File: src/rtl/spi_fifo_pkg.sv
// Shared register map, status and interrupt bit positions for the FIFO block.
// Bit positions are fixed because drivers poll them directly.
package spi_fifo_pkg;
    localparam int REG_W   = 16;
    localparam int ADDR_W  = 3;
    localparam int WM_W    = 7;

    typedef enum logic [ADDR_W-1:0] {
        RA_DATA   = 3'd0,
        RA_STATUS = 3'd1,
        RA_LEVELS = 3'd2,
        RA_MASK   = 3'd3,
        RA_RAW    = 3'd4,
        RA_MASKED = 3'd5,
        RA_CLEAR  = 3'd6
    } reg_addr_e;

    localparam int ST_TXE  = 0;
    localparam int ST_TXNF = 1;
    localparam int ST_RXNE = 2;
    localparam int ST_RXF  = 3;
    localparam int ST_BUSY = 4;

    localparam int IR_OVR  = 0;
    localparam int IR_TMO  = 1;
    localparam int IR_RXW  = 2;
    localparam int IR_TXW  = 3;
    localparam int NUM_IRQ = 4;

    localparam int RXWM_LSB   = 8;
    localparam int TXWM_LSB   = 0;
    localparam int WM_DEFAULT = 32;
endpackage

File: src/rtl/sfs_fifo.sv
// Synchronous byte queue with occupancy count.
// Assumes: a push when full is dropped even if a pop occurs in the same
// cycle; a pop when empty does nothing. Head data is combinational.
module sfs_fifo #(
    parameter int DEPTH = 256,
    parameter int WIDTH = 8,
    localparam int PTR_W = $clog2(DEPTH),
    localparam int CNT_W = PTR_W + 1
) (
    input  logic             clk,
    input  logic             rst_n,
    input  logic             push,
    input  logic [WIDTH-1:0] push_data,
    input  logic             pop,
    output logic [WIDTH-1:0] head,
    output logic [CNT_W-1:0] count,
    output logic             empty,
    output logic             full
);
    logic [WIDTH-1:0] mem [DEPTH];
    logic [PTR_W-1:0] wr_ptr, rd_ptr;
    logic             do_push, do_pop;

    assign full    = (count == CNT_W'(DEPTH));
    assign empty   = (count == '0);
    assign do_push = push && !full;
    assign do_pop  = pop && !empty;
    assign head    = mem[rd_ptr];

    // Store accepted bytes at the write pointer.
    always_ff @(posedge clk) begin
        if (do_push) mem[wr_ptr] <= push_data;
    end

    // Advance pointers and occupancy on accepted pushes and pops.
    always_ff @(posedge clk) begin
        if (!rst_n) begin
            wr_ptr <= '0;
            rd_ptr <= '0;
            count  <= '0;
        end else begin
            if (do_push)
                wr_ptr <= (wr_ptr == PTR_W'(DEPTH-1)) ? '0 : wr_ptr + 1'b1;
            if (do_pop)
                rd_ptr <= (rd_ptr == PTR_W'(DEPTH-1)) ? '0 : rd_ptr + 1'b1;
            if (do_push && !do_pop)
                count <= count + 1'b1;
            else if (do_pop && !do_push)
                count <= count - 1'b1;
        end
    end
endmodule

File: src/rtl/sfs_rx_timeout.sv
// Receive idle timer: counts serial clock ticks while the receive queue is
// non-empty and untouched; latches a flag on the tick that reaches LIMIT.
// Assumes: any push or pop, or an empty queue, restarts the count. Setting
// wins over a clear in the same cycle.
module sfs_rx_timeout #(
    parameter int LIMIT = 32,
    localparam int CW = $clog2(LIMIT + 1)
) (
    input  logic clk,
    input  logic rst_n,
    input  logic tick,
    input  logic activity,
    input  logic fifo_empty,
    input  logic clr,
    output logic flag
);
    logic [CW-1:0] idle_cnt;
    logic          fire;

    assign fire = tick && !activity && !fifo_empty && (idle_cnt == CW'(LIMIT - 1));

    // Count idle ticks, saturating at LIMIT.
    always_ff @(posedge clk) begin
        if (!rst_n)
            idle_cnt <= '0;
        else if (activity || fifo_empty)
            idle_cnt <= '0;
        else if (tick && idle_cnt != CW'(LIMIT))
            idle_cnt <= idle_cnt + 1'b1;
    end

    // Latch the timeout until software clears it.
    always_ff @(posedge clk) begin
        if (!rst_n)
            flag <= 1'b0;
        else if (fire)
            flag <= 1'b1;
        else if (clr)
            flag <= 1'b0;
    end
endmodule

File: src/rtl/sfs_irq.sv
// Interrupt collector: overrun latch, watermark levels, mask register,
// masked view and the combined interrupt line.
// Assumes: the watermark bits are pure levels; only the overrun latch
// lives here, and a set wins over a clear in the same cycle.
module sfs_irq
    import spi_fifo_pkg::*;
#(
    parameter int CNT_W = 9
) (
    input  logic               clk,
    input  logic               rst_n,
    input  logic               ovr_set,
    input  logic               ovr_clr,
    input  logic               tmo_flag,
    input  logic [CNT_W-1:0]   rx_count,
    input  logic [CNT_W-1:0]   tx_count,
    input  logic [WM_W-1:0]    rx_wm,
    input  logic [WM_W-1:0]    tx_wm,
    input  logic               mask_wr,
    input  logic [NUM_IRQ-1:0] mask_wdata,
    output logic [NUM_IRQ-1:0] raw,
    output logic [NUM_IRQ-1:0] mask,
    output logic [NUM_IRQ-1:0] masked,
    output logic               irq
);
    logic ovr_flag;

    // Latch receive overrun until cleared.
    always_ff @(posedge clk) begin
        if (!rst_n)
            ovr_flag <= 1'b0;
        else if (ovr_set)
            ovr_flag <= 1'b1;
        else if (ovr_clr)
            ovr_flag <= 1'b0;
    end

    // Hold the software interrupt mask.
    always_ff @(posedge clk) begin
        if (!rst_n)
            mask <= '0;
        else if (mask_wr)
            mask <= mask_wdata;
    end

    // Assemble the raw interrupt word from latches and levels.
    always_comb begin
        raw         = '0;
        raw[IR_OVR] = ovr_flag;
        raw[IR_TMO] = tmo_flag;
        raw[IR_RXW] = (rx_count >= CNT_W'(rx_wm));
        raw[IR_TXW] = (tx_count <= CNT_W'(tx_wm));
    end

    assign masked = raw & mask;
    assign irq    = |masked;
endmodule

File: src/rtl/spi_fifo_regs.sv
// Register front end of the flash controller queues: decodes the 16-bit
// port, owns the watermark register, routes the engine side to the queues
// and assembles the status and interrupt words.
// Assumes: reg_rdata is combinational from reg_addr; a data read pops the
// receive queue at the clock edge that ends the read strobe.
module spi_fifo_regs
    import spi_fifo_pkg::*;
#(
    parameter int DEPTH     = 256,
    parameter int DATA_W    = 8,
    parameter int TMO_TICKS = 32,
    localparam int CNT_W    = $clog2(DEPTH) + 1
) (
    input  logic              clk,
    input  logic              rst_n,
    input  logic              reg_wr,
    input  logic              reg_rd,
    input  logic [ADDR_W-1:0] reg_addr,
    input  logic [REG_W-1:0]  reg_wdata,
    output logic [REG_W-1:0]  reg_rdata,
    input  logic              eng_tx_pop,
    output logic [DATA_W-1:0] eng_tx_data,
    output logic              eng_tx_valid,
    input  logic              eng_rx_push,
    input  logic [DATA_W-1:0] eng_rx_data,
    input  logic              eng_busy,
    input  logic              sclk_tick,
    output logic              irq
);
    logic [CNT_W-1:0]   tx_count, rx_count;
    logic               tx_empty, tx_full, rx_empty, rx_full;
    logic [DATA_W-1:0]  rx_head;
    logic               tx_push, rx_pop, clr_wr, mask_wr, tmo_flag;
    logic [WM_W-1:0]    rx_wm, tx_wm;
    logic [NUM_IRQ-1:0] raw_bits, mask_bits, masked_bits;
    logic [REG_W-1:0]   status_word;
    logic               unused_wdata;

    assign unused_wdata = ^{reg_wdata[REG_W-1], reg_wdata[RXWM_LSB-1]};

    assign tx_push = reg_wr && (reg_addr == RA_DATA);
    assign rx_pop  = reg_rd && (reg_addr == RA_DATA) && !rx_empty;
    assign clr_wr  = reg_wr && (reg_addr == RA_CLEAR);
    assign mask_wr = reg_wr && (reg_addr == RA_MASK);

    sfs_fifo #(.DEPTH(DEPTH), .WIDTH(DATA_W)) u_tx_fifo (
        .clk(clk), .rst_n(rst_n),
        .push(tx_push), .push_data(reg_wdata[DATA_W-1:0]),
        .pop(eng_tx_pop), .head(eng_tx_data),
        .count(tx_count), .empty(tx_empty), .full(tx_full)
    );

    sfs_fifo #(.DEPTH(DEPTH), .WIDTH(DATA_W)) u_rx_fifo (
        .clk(clk), .rst_n(rst_n),
        .push(eng_rx_push), .push_data(eng_rx_data),
        .pop(rx_pop), .head(rx_head),
        .count(rx_count), .empty(rx_empty), .full(rx_full)
    );

    sfs_rx_timeout #(.LIMIT(TMO_TICKS)) u_rx_tmo (
        .clk(clk), .rst_n(rst_n),
        .tick(sclk_tick), .activity(eng_rx_push || rx_pop),
        .fifo_empty(rx_empty), .clr(clr_wr && reg_wdata[IR_TMO]),
        .flag(tmo_flag)
    );

    sfs_irq #(.CNT_W(CNT_W)) u_irq (
        .clk(clk), .rst_n(rst_n),
        .ovr_set(eng_rx_push && rx_full), .ovr_clr(clr_wr && reg_wdata[IR_OVR]),
        .tmo_flag(tmo_flag),
        .rx_count(rx_count), .tx_count(tx_count),
        .rx_wm(rx_wm), .tx_wm(tx_wm),
        .mask_wr(mask_wr), .mask_wdata(reg_wdata[NUM_IRQ-1:0]),
        .raw(raw_bits), .mask(mask_bits), .masked(masked_bits), .irq(irq)
    );

    assign eng_tx_valid = !tx_empty;

    // Hold both watermarks, reset to the default level.
    always_ff @(posedge clk) begin
        if (!rst_n) begin
            rx_wm <= WM_W'(WM_DEFAULT);
            tx_wm <= WM_W'(WM_DEFAULT);
        end else if (reg_wr && reg_addr == RA_LEVELS) begin
            rx_wm <= reg_wdata[RXWM_LSB +: WM_W];
            tx_wm <= reg_wdata[TXWM_LSB +: WM_W];
        end
    end

    // Build the polled status word.
    always_comb begin
        status_word          = '0;
        status_word[ST_TXE]  = tx_empty;
        status_word[ST_TXNF] = !tx_full;
        status_word[ST_RXNE] = !rx_empty;
        status_word[ST_RXF]  = rx_full;
        status_word[ST_BUSY] = eng_busy || !tx_empty;
    end

    // Select read data by register address.
    always_comb begin
        reg_rdata = '0;
        case (reg_addr)
            RA_DATA:   reg_rdata = rx_empty ? '0 : REG_W'(rx_head);
            RA_STATUS: reg_rdata = status_word;
            RA_LEVELS: begin
                reg_rdata[RXWM_LSB +: WM_W] = rx_wm;
                reg_rdata[TXWM_LSB +: WM_W] = tx_wm;
            end
            RA_MASK:   reg_rdata = REG_W'(mask_bits);
            RA_RAW:    reg_rdata = REG_W'(raw_bits);
            RA_MASKED: reg_rdata = REG_W'(masked_bits);
            default:   reg_rdata = '0;
        endcase
    end
endmodule

File: config.mk
export PLATFORM = sky130hd
export DESIGN_NAME = spi_fifo_regs
export DESIGN_NICKNAME = d
export VERILOG_FILES = /design/src/rtl/spi_fifo_pkg.sv /design/src/rtl/sfs_fifo.sv /design/src/rtl/sfs_rx_timeout.sv /design/src/rtl/sfs_irq.sv /design/src/rtl/spi_fifo_regs.sv
export SDC_FILE = /design/constraint.sdc
export NUM_CORES = 2
export LEC_CHECK = 0
export BUFFER_PORTS_ARGS = -buffer_cell sky130_fd_sc_hd__buf_2
export CAP_MARGIN = 5
export CORE_ASPECT_RATIO = 2
export CORE_MARGIN = 1
export CORE_UTILIZATION = 39
export CTS_CLUSTER_DIAMETER = 150
export CTS_CLUSTER_SIZE = 12
export DETAILED_ROUTE_END_ITERATION = 8
export GPL_ROUTABILITY_DRIVEN = 0
export GPL_TIMING_DRIVEN = 0
export PLACE_DENSITY = 0.5
export RECOVER_POWER = 25
export SKIP_LAST_GASP = 1
export SLEW_MARGIN = 20
export SYNTH_ARGS = -nofsm -noshare
export SYNTH_HDL_FRONTEND = slang
export SYNTH_SLANG_ARGS = --single-unit
File: constraint.sdc
create_clock -name clk -period 7.7 [get_ports clk]
set_input_delay 0.385 -clock clk [delete_from_list [all_inputs] [get_ports clk]]
set_output_delay 0.385 -clock clk [all_outputs]
set_load 0.02 [all_outputs]
Word-level counts from Yosys, hierarchy flattened
Memory sizes are Yosys's and may differ from the RTL's. A register that Yosys moved wholly into a read port is not among the register bits.
Index checks and enable logic that the tools add are counted.
{ "word_totals": {"n_memories": 2, "wordCells": 107, "mem_bits_rw": 4096, "inputBits": 35, "regBits": 76} }
{ "mem_list": {"columns": ["name", "words", "word_bits", "rd", "rd_ports_with_merged_regs", "write_ports", "line_no", "rtl"], "rows": [
  ["u_rx_fifo.mem", 256, 8, 1, 1, 1, "sfs_fifo.sv:20", "logic [WIDTH-1:0] mem [DEPTH];"],
  ["u_tx_fifo.mem", 256, 8, 1, 1, 1, "sfs_fifo.sv:20", null]
]} }
{ "op_classes": {"n_mux": 24, "n_lt_le_gt_ge": 2, "n_reduce_logical": 42, "addsub": 9, "bitwise_logic": 2, "eq_ne": 14} }
{ "ops": {"columns": ["cell", "count"], "rows": [
  ["$mux W8", 9],
  ["$pmux W7 S6", 1],
  ["$mux W9", 4],
  ["$add A8 B1 Y8 const B", 4],
  ["$eq A8 B8 Y1 const B", 4],
  ["$logic_and A1 B1 Y1", 21],
  ["$add A9 B1 Y9 const B", 2],
  ["$eq A9 B9 Y1 const B", 2],
  ["$logic_not A9 Y1", 2],
  ["$sub A9 B1 Y9 const B", 2],
  ["$pmux W7 S2", 1],
  ["$eq A3 B3 Y1 const B", 3],
  ["$ge A9 B7 Y1", 1],
  ["$le A9 B7 Y1", 1],
  ["$logic_not A1 Y1", 9],
  ["$mux W1", 9],
  ["$reduce_bool A2 Y1", 4],
  ["$add A6 B1 Y6 const B", 1],
  ["$eq A3 B2 Y1 const B", 2],
  ["$eq A6 B5 Y1 const B", 1],
  ["$ne A6 B6 Y1 const B", 1],
  ["$and A4 B4 Y4", 1],
  ["$reduce_or A4 Y1", 1],
  ["$eq A3 B1 Y1 const B", 1],
  ["4 further kinds", 6]
]} }

Depth between registers and ports, before layout
{ "depth": {"word_depth": 9, "ltp_mapped": 16, "ltp_nobuf": 15} }

Cells and area by module
A second synthesis with hierarchy kept.
{ "hier_totals": {"cells_unflattened": 7774, "area_unflattened_um2": 162913.7} }
{ "by_module_without_submodules": {"columns": ["mod", "instances", "cells_each", "seq_area_each_um2", "area_each_um2"], "rows": [
  ["sfs_fifo at u_rx_fifo", 1, 3749, 62159.6, 80553.5],
  ["sfs_fifo at u_tx_fifo", 1, 3793, 62159.6, 80445.9],
  ["spi_fifo_regs", 1, 118, 280.3, 948.4],
  ["sfs_irq", 1, 73, 100.1, 611.8],
  ["sfs_rx_timeout", 1, 41, 140.1, 354.1]
]} }

Least setup slack after synthesis
No wires, ideal clock.
{ "synth_timing": {"kind": "register to register", "start": "register u_tx_fifo.count[0]", "end": "register u_tx_fifo.count[8]", "slack_ns": 3.923, "arrival_time_ns": 3.706, "setup_ns": 0.072, "path_stages_with_launch": 17, "path_buffers": 1, "path_cell_list": "dfxtp_1 > or4_1 > nor4_2 > nand2_1 > and2_1 > clkbuf_1 > inv_1 > ha_1 > inv_1 > ha_1 > nor2b_1 > o21ai_0 > a21oi_1 > o21a_1 > o41ai_1 > mux2i_1 > mux2i_1"} }
{ "synth_via": {"elab_chain_cells": 6, "elab_cells_between_ends": 15, "cone_classes": "add/sub (2); eq/ne (1); mux (2); reduce/logical (10)"} }
{ "synth_rtl": {"columns": ["element", "line_no", "rtl"], "rows": [
  ["start, declared", "sfs_fifo.sv:16", "output logic [CNT_W-1:0] count,"],
  ["start signal, assigned", "sfs_fifo.sv:47", "count <= count + 1'b1;"],
  ["start signal, assigned", "sfs_fifo.sv:49", "count <= count - 1'b1;"],
  ["$logic_not A9 Y1 *", "sfs_fifo.sv:25", "assign empty = (count == '0);"],
  ["$logic_not A1 Y1 *", null, null],
  ["named net eng_tx_valid", "spi_fifo_regs.sv:23", "output logic eng_tx_valid,"],
  ["$logic_and A1 B1 Y1 *", "sfs_fifo.sv:27", "assign do_pop = pop && !empty;"],
  ["$logic_not A1 Y1", "sfs_fifo.sv:46", "if (do_push && !do_pop)"],
  ["$logic_and A1 B1 Y1", "sfs_fifo.sv:46", null],
  ["$mux W9 / $reduce_bool A2 Y1 (equally long branches)", null, null]
]} }
The timed path passes the listed nets; every way through them passes the cells marked *. The select of a mux whose other input is x is not followed.
A chain may end at the register's enable or synchronous reset.

==> results.md <==
- # rows: approximately 340
- Routed wire length: 661000 µm
- Synth warnings: 0
- Top cell family by delay on the critical path: buffers and inverters
- Critical setup path kind: reg -> out
- Final clock skew: 0.104 ns
- Drt pass-1 iters: 8
- Final Hold Slack: 0.167 ns
- RSZ-0062 raised after global routing: false
- Die area: about 420000 µm²
- Worst hold stages: 4
- Syn_nets: just under 8000
- CP endpoint kind: output port
- Critical-path top delay cell: nand3_2
- Hold Startpoint: reg_addr[0]
- Most frequent cells in the layout: edfxtp_1, mux4_2, nor2_1, clkbuf_16, clkbuf_1
- Reg-to-reg critical path endpoint: u_tx_fifo.count[8]$_SDFFE_PN0P_
- Routed Antenna Nets: 0
- Worst Slack Setup Final: -0.209 ns
- Ys flop type: edfxtp_1
- Most used cell along the critical path: buf_6
- Yosys reg bits: 4188
- CTS tree: done
- Syn Area/Cell: ~21 µm²
- Reg2reg setup slack: 2.42 ns
- Clock Root Buffer: clkbuf_16
- DP HPWL: about 470000 µm
- R2R depth: 16
- Setup_tns: -1.97 ns
- Initial cell density of the core: 39.1%
- CTS Sinks: 4188
- Post-synthesis sequential area ratio: 76.8%
- DRC: 0
- Slowest cell delay on critical path: 0.76 ns
- CP required: ~7.3 ns
- CP Max Fanout: 10
- Clock-pin slew on the worst setup and hold paths: 0.06 ns
- Htree depth: 5
- Grt ovf: 0
- Post-Syn Instances: 7861
- Vias/cell: 6.23
- Mapped Area: 163000 µm²
- Hold endpoint: u_irq.mask[1]$_SDFFE_PN0P_
- First-pass GRT wire length: 863000 µm
- Worst slew margin: -298%
- Pleak: 55.0 nW
- Max Freq: 0.126 GHz
- Core area: 415000 µm²
- Number of distinct library cells after synthesis: 77
- Slew Limit Fails: 2704
- Crit path time final: 7.91 ns
- Worst reg2reg path startpoint: u_tx_fifo.count[0]$_SDFFE_PN0P_
- Total track usage: a little under a third
- Crit-path cells: buf_6 -> buf_6 -> buf_6 -> buf_4 -> nand3_2 -> clkbuf_2 -> o22a_1 -> nand4_1 -> nand3_1 -> a311oi_1 -> nand4_1 -> o211ai_1 -> buf_2
- Area grow syn2layout: 12.9%
- Actual slew at the worst max-slew pin: a little under 6 ns
- CP bufs+invs: 6
- Post-synth ARST share: 0%
- Fin crit share: 103%
- # setup viols final: 56
- EDFF count, synth: 4096
- Max Cap Viol: 33
- Critical path depth: 13
- CTS buffer count: 390
- 1st-iter DRT viols: 10840
- Startpoint types: flop
- WP data arrival: 7.52 ns
- Port Buffers: 57
- Max VDD drop: 213 µV
- Top Ports: slightly above 60
- Most common cell after layout, fill and taps aside: edfxtp_1
- DIE WIDTH: 458 µm
- Clk buf depth: 4
- Vias in the first global route: 89453
- Routed len/inst: 46.4 µm
- Dpl ws: 0.934 ns
- PD cells: 276 nW/µm²
- Final Hold Vio Count: 0
- Skew-Pair Late Insertion Delay: 1.03 ns
- Initial antenna violation count: between 60 and 70
- Post-CTS setup repair buffer count: 0
- Hold Path Class: in -> reg
- Die Y: 915 µm
- Layout cells sized above 1: 22.4%
- Largest net degree at the start of global routing: approximately 130
- Status: finished with violations
- Nets@finish: 8551
- Failing checks: capacitance limit, slew limit, setup timing
- Vias: 88671
worst min-delay path: cells and delay by family:
family / cells / cell delay [ns]
buffers and inverters: 1 / 0.20
muxes: 1 / 0.11
and+or+nand+nor: 2 / 0.41
power breakdown:
part | internal [mW] | switching (mW)
registers | 25.1 | 0.0701
clock network | 9.37 | 8.47
logic | 2.91 | 4.80
total | 37.4 | 13.3
logic make-up after synthesis:
| kind of cell | share of synthesized area, % |
|---|---|
| buf+inv | 1.50 |
| other cells | 0.00231 |
| flops | 76.8 |
| xor+xnor | 0.167 |
| mux | 14.5 |
| simple gates | 2.96 |
| fa+ha+maj | 0.348 |
| compound gates | 3.71 |
flip-flops by register name, indices dropped and copies added (netlist names), 8 cells and up, named ones only:
register,count
u_rx_fifo.count,9
u_rx_fifo.mem,2048
u_rx_fifo.rd_ptr,8
u_rx_fifo.wr_ptr,8
u_tx_fifo.count,9
u_tx_fifo.mem,2048
u_tx_fifo.rd_ptr,8
u_tx_fifo.wr_ptr,8
synth_stat cells, types with 14 or more instances:
master    instances  share of area, %
clkbuf_1        272              0.63
a221oi_1         76              0.41
buf_2           127              0.39
inv_1            44              0.10
o211ai_1         14             0.065
dfxtp_1          92               1.1
xnor2_1          22              0.12
nand3_1          84              0.26
nand2_1         172              0.40
nand2b_1         20             0.077
buf_1            26             0.060
mux2i_1         170               1.0
nand4_1          32              0.12
edfxtp_1       4096                76
o221ai_1         39              0.21
a21oi_1         130              0.40
nor2_1          603               1.4
a22oi_1         236               1.1
a21boi_0         22              0.10
buf_6            23              0.16
buf_4            31              0.14
ha_1             42              0.32
mux4_2          965                13
a22o_1           80              0.43
nor3_1           40              0.12
and2_1           44              0.17
o21ai_0          52              0.16
o22ai_1          49              0.19
a211oi_1         26              0.12
nor2b_1          44              0.17
stage by stage:
step / std cells / total power [mW] / cell area (µm²) / util (%)
2_1_floorplan: 7861 / 29.8 / 163000 / -
3_3_place_gp: 13478 / 33.2 / 170000 / 40.9
3_5_place_dp: 13600 / 33.4 / 173000 / 41.6
4_1_cts: 14143 / 50.8 / 184000 / 44.2
5_1_grt: 14175 / 51.7 / 183000 / 44.1
6_report: 14244 / 50.7 / 184000 / 44.2
layer usage:
metal  wire, µm  up-vias  GRT usage, %
met5        195        -         0.171
met4      87200       20          34.8
met2     341000     5447          54.7
li1           -    33830             -
met1     188000    47277          29.0
met3      44700     2097          6.84
worst max path at each step:
stage	start	endpoint
after floorplan	u_tx_fifo.count[0]$_SDFFE_PN0P_	u_tx_fifo.count[8]$_SDFFE_PN0P_
after global placement	flop	reg_rdata[1]
after detailed placement	flop	reg_rdata[1]
after CTS	flop	reg_rdata[2]
after global routing	flop	reg_rdata[2]
final	flop	reg_rdata[2]
area by class of cell:
class,instances,area (µm²)
diodes,92,230
repair buffers,219,2750
plain buffers,480,2420
clock inverters,10,185
well taps,5560,6960
clock buffers,502,10400
multi-input cells,3145,35500
flip-flops and latches,4188,125000
inverters,48,180
fillers,35461,232000
repair_timing:
action                     in CTS  in global routing
hold buffers                   31                  0
resized for setup               2                  0
setup endpoints to repair       1                  0
hold endpoints to repair      911                  0
No activity file was read; power rests on OpenSTA's default activity.
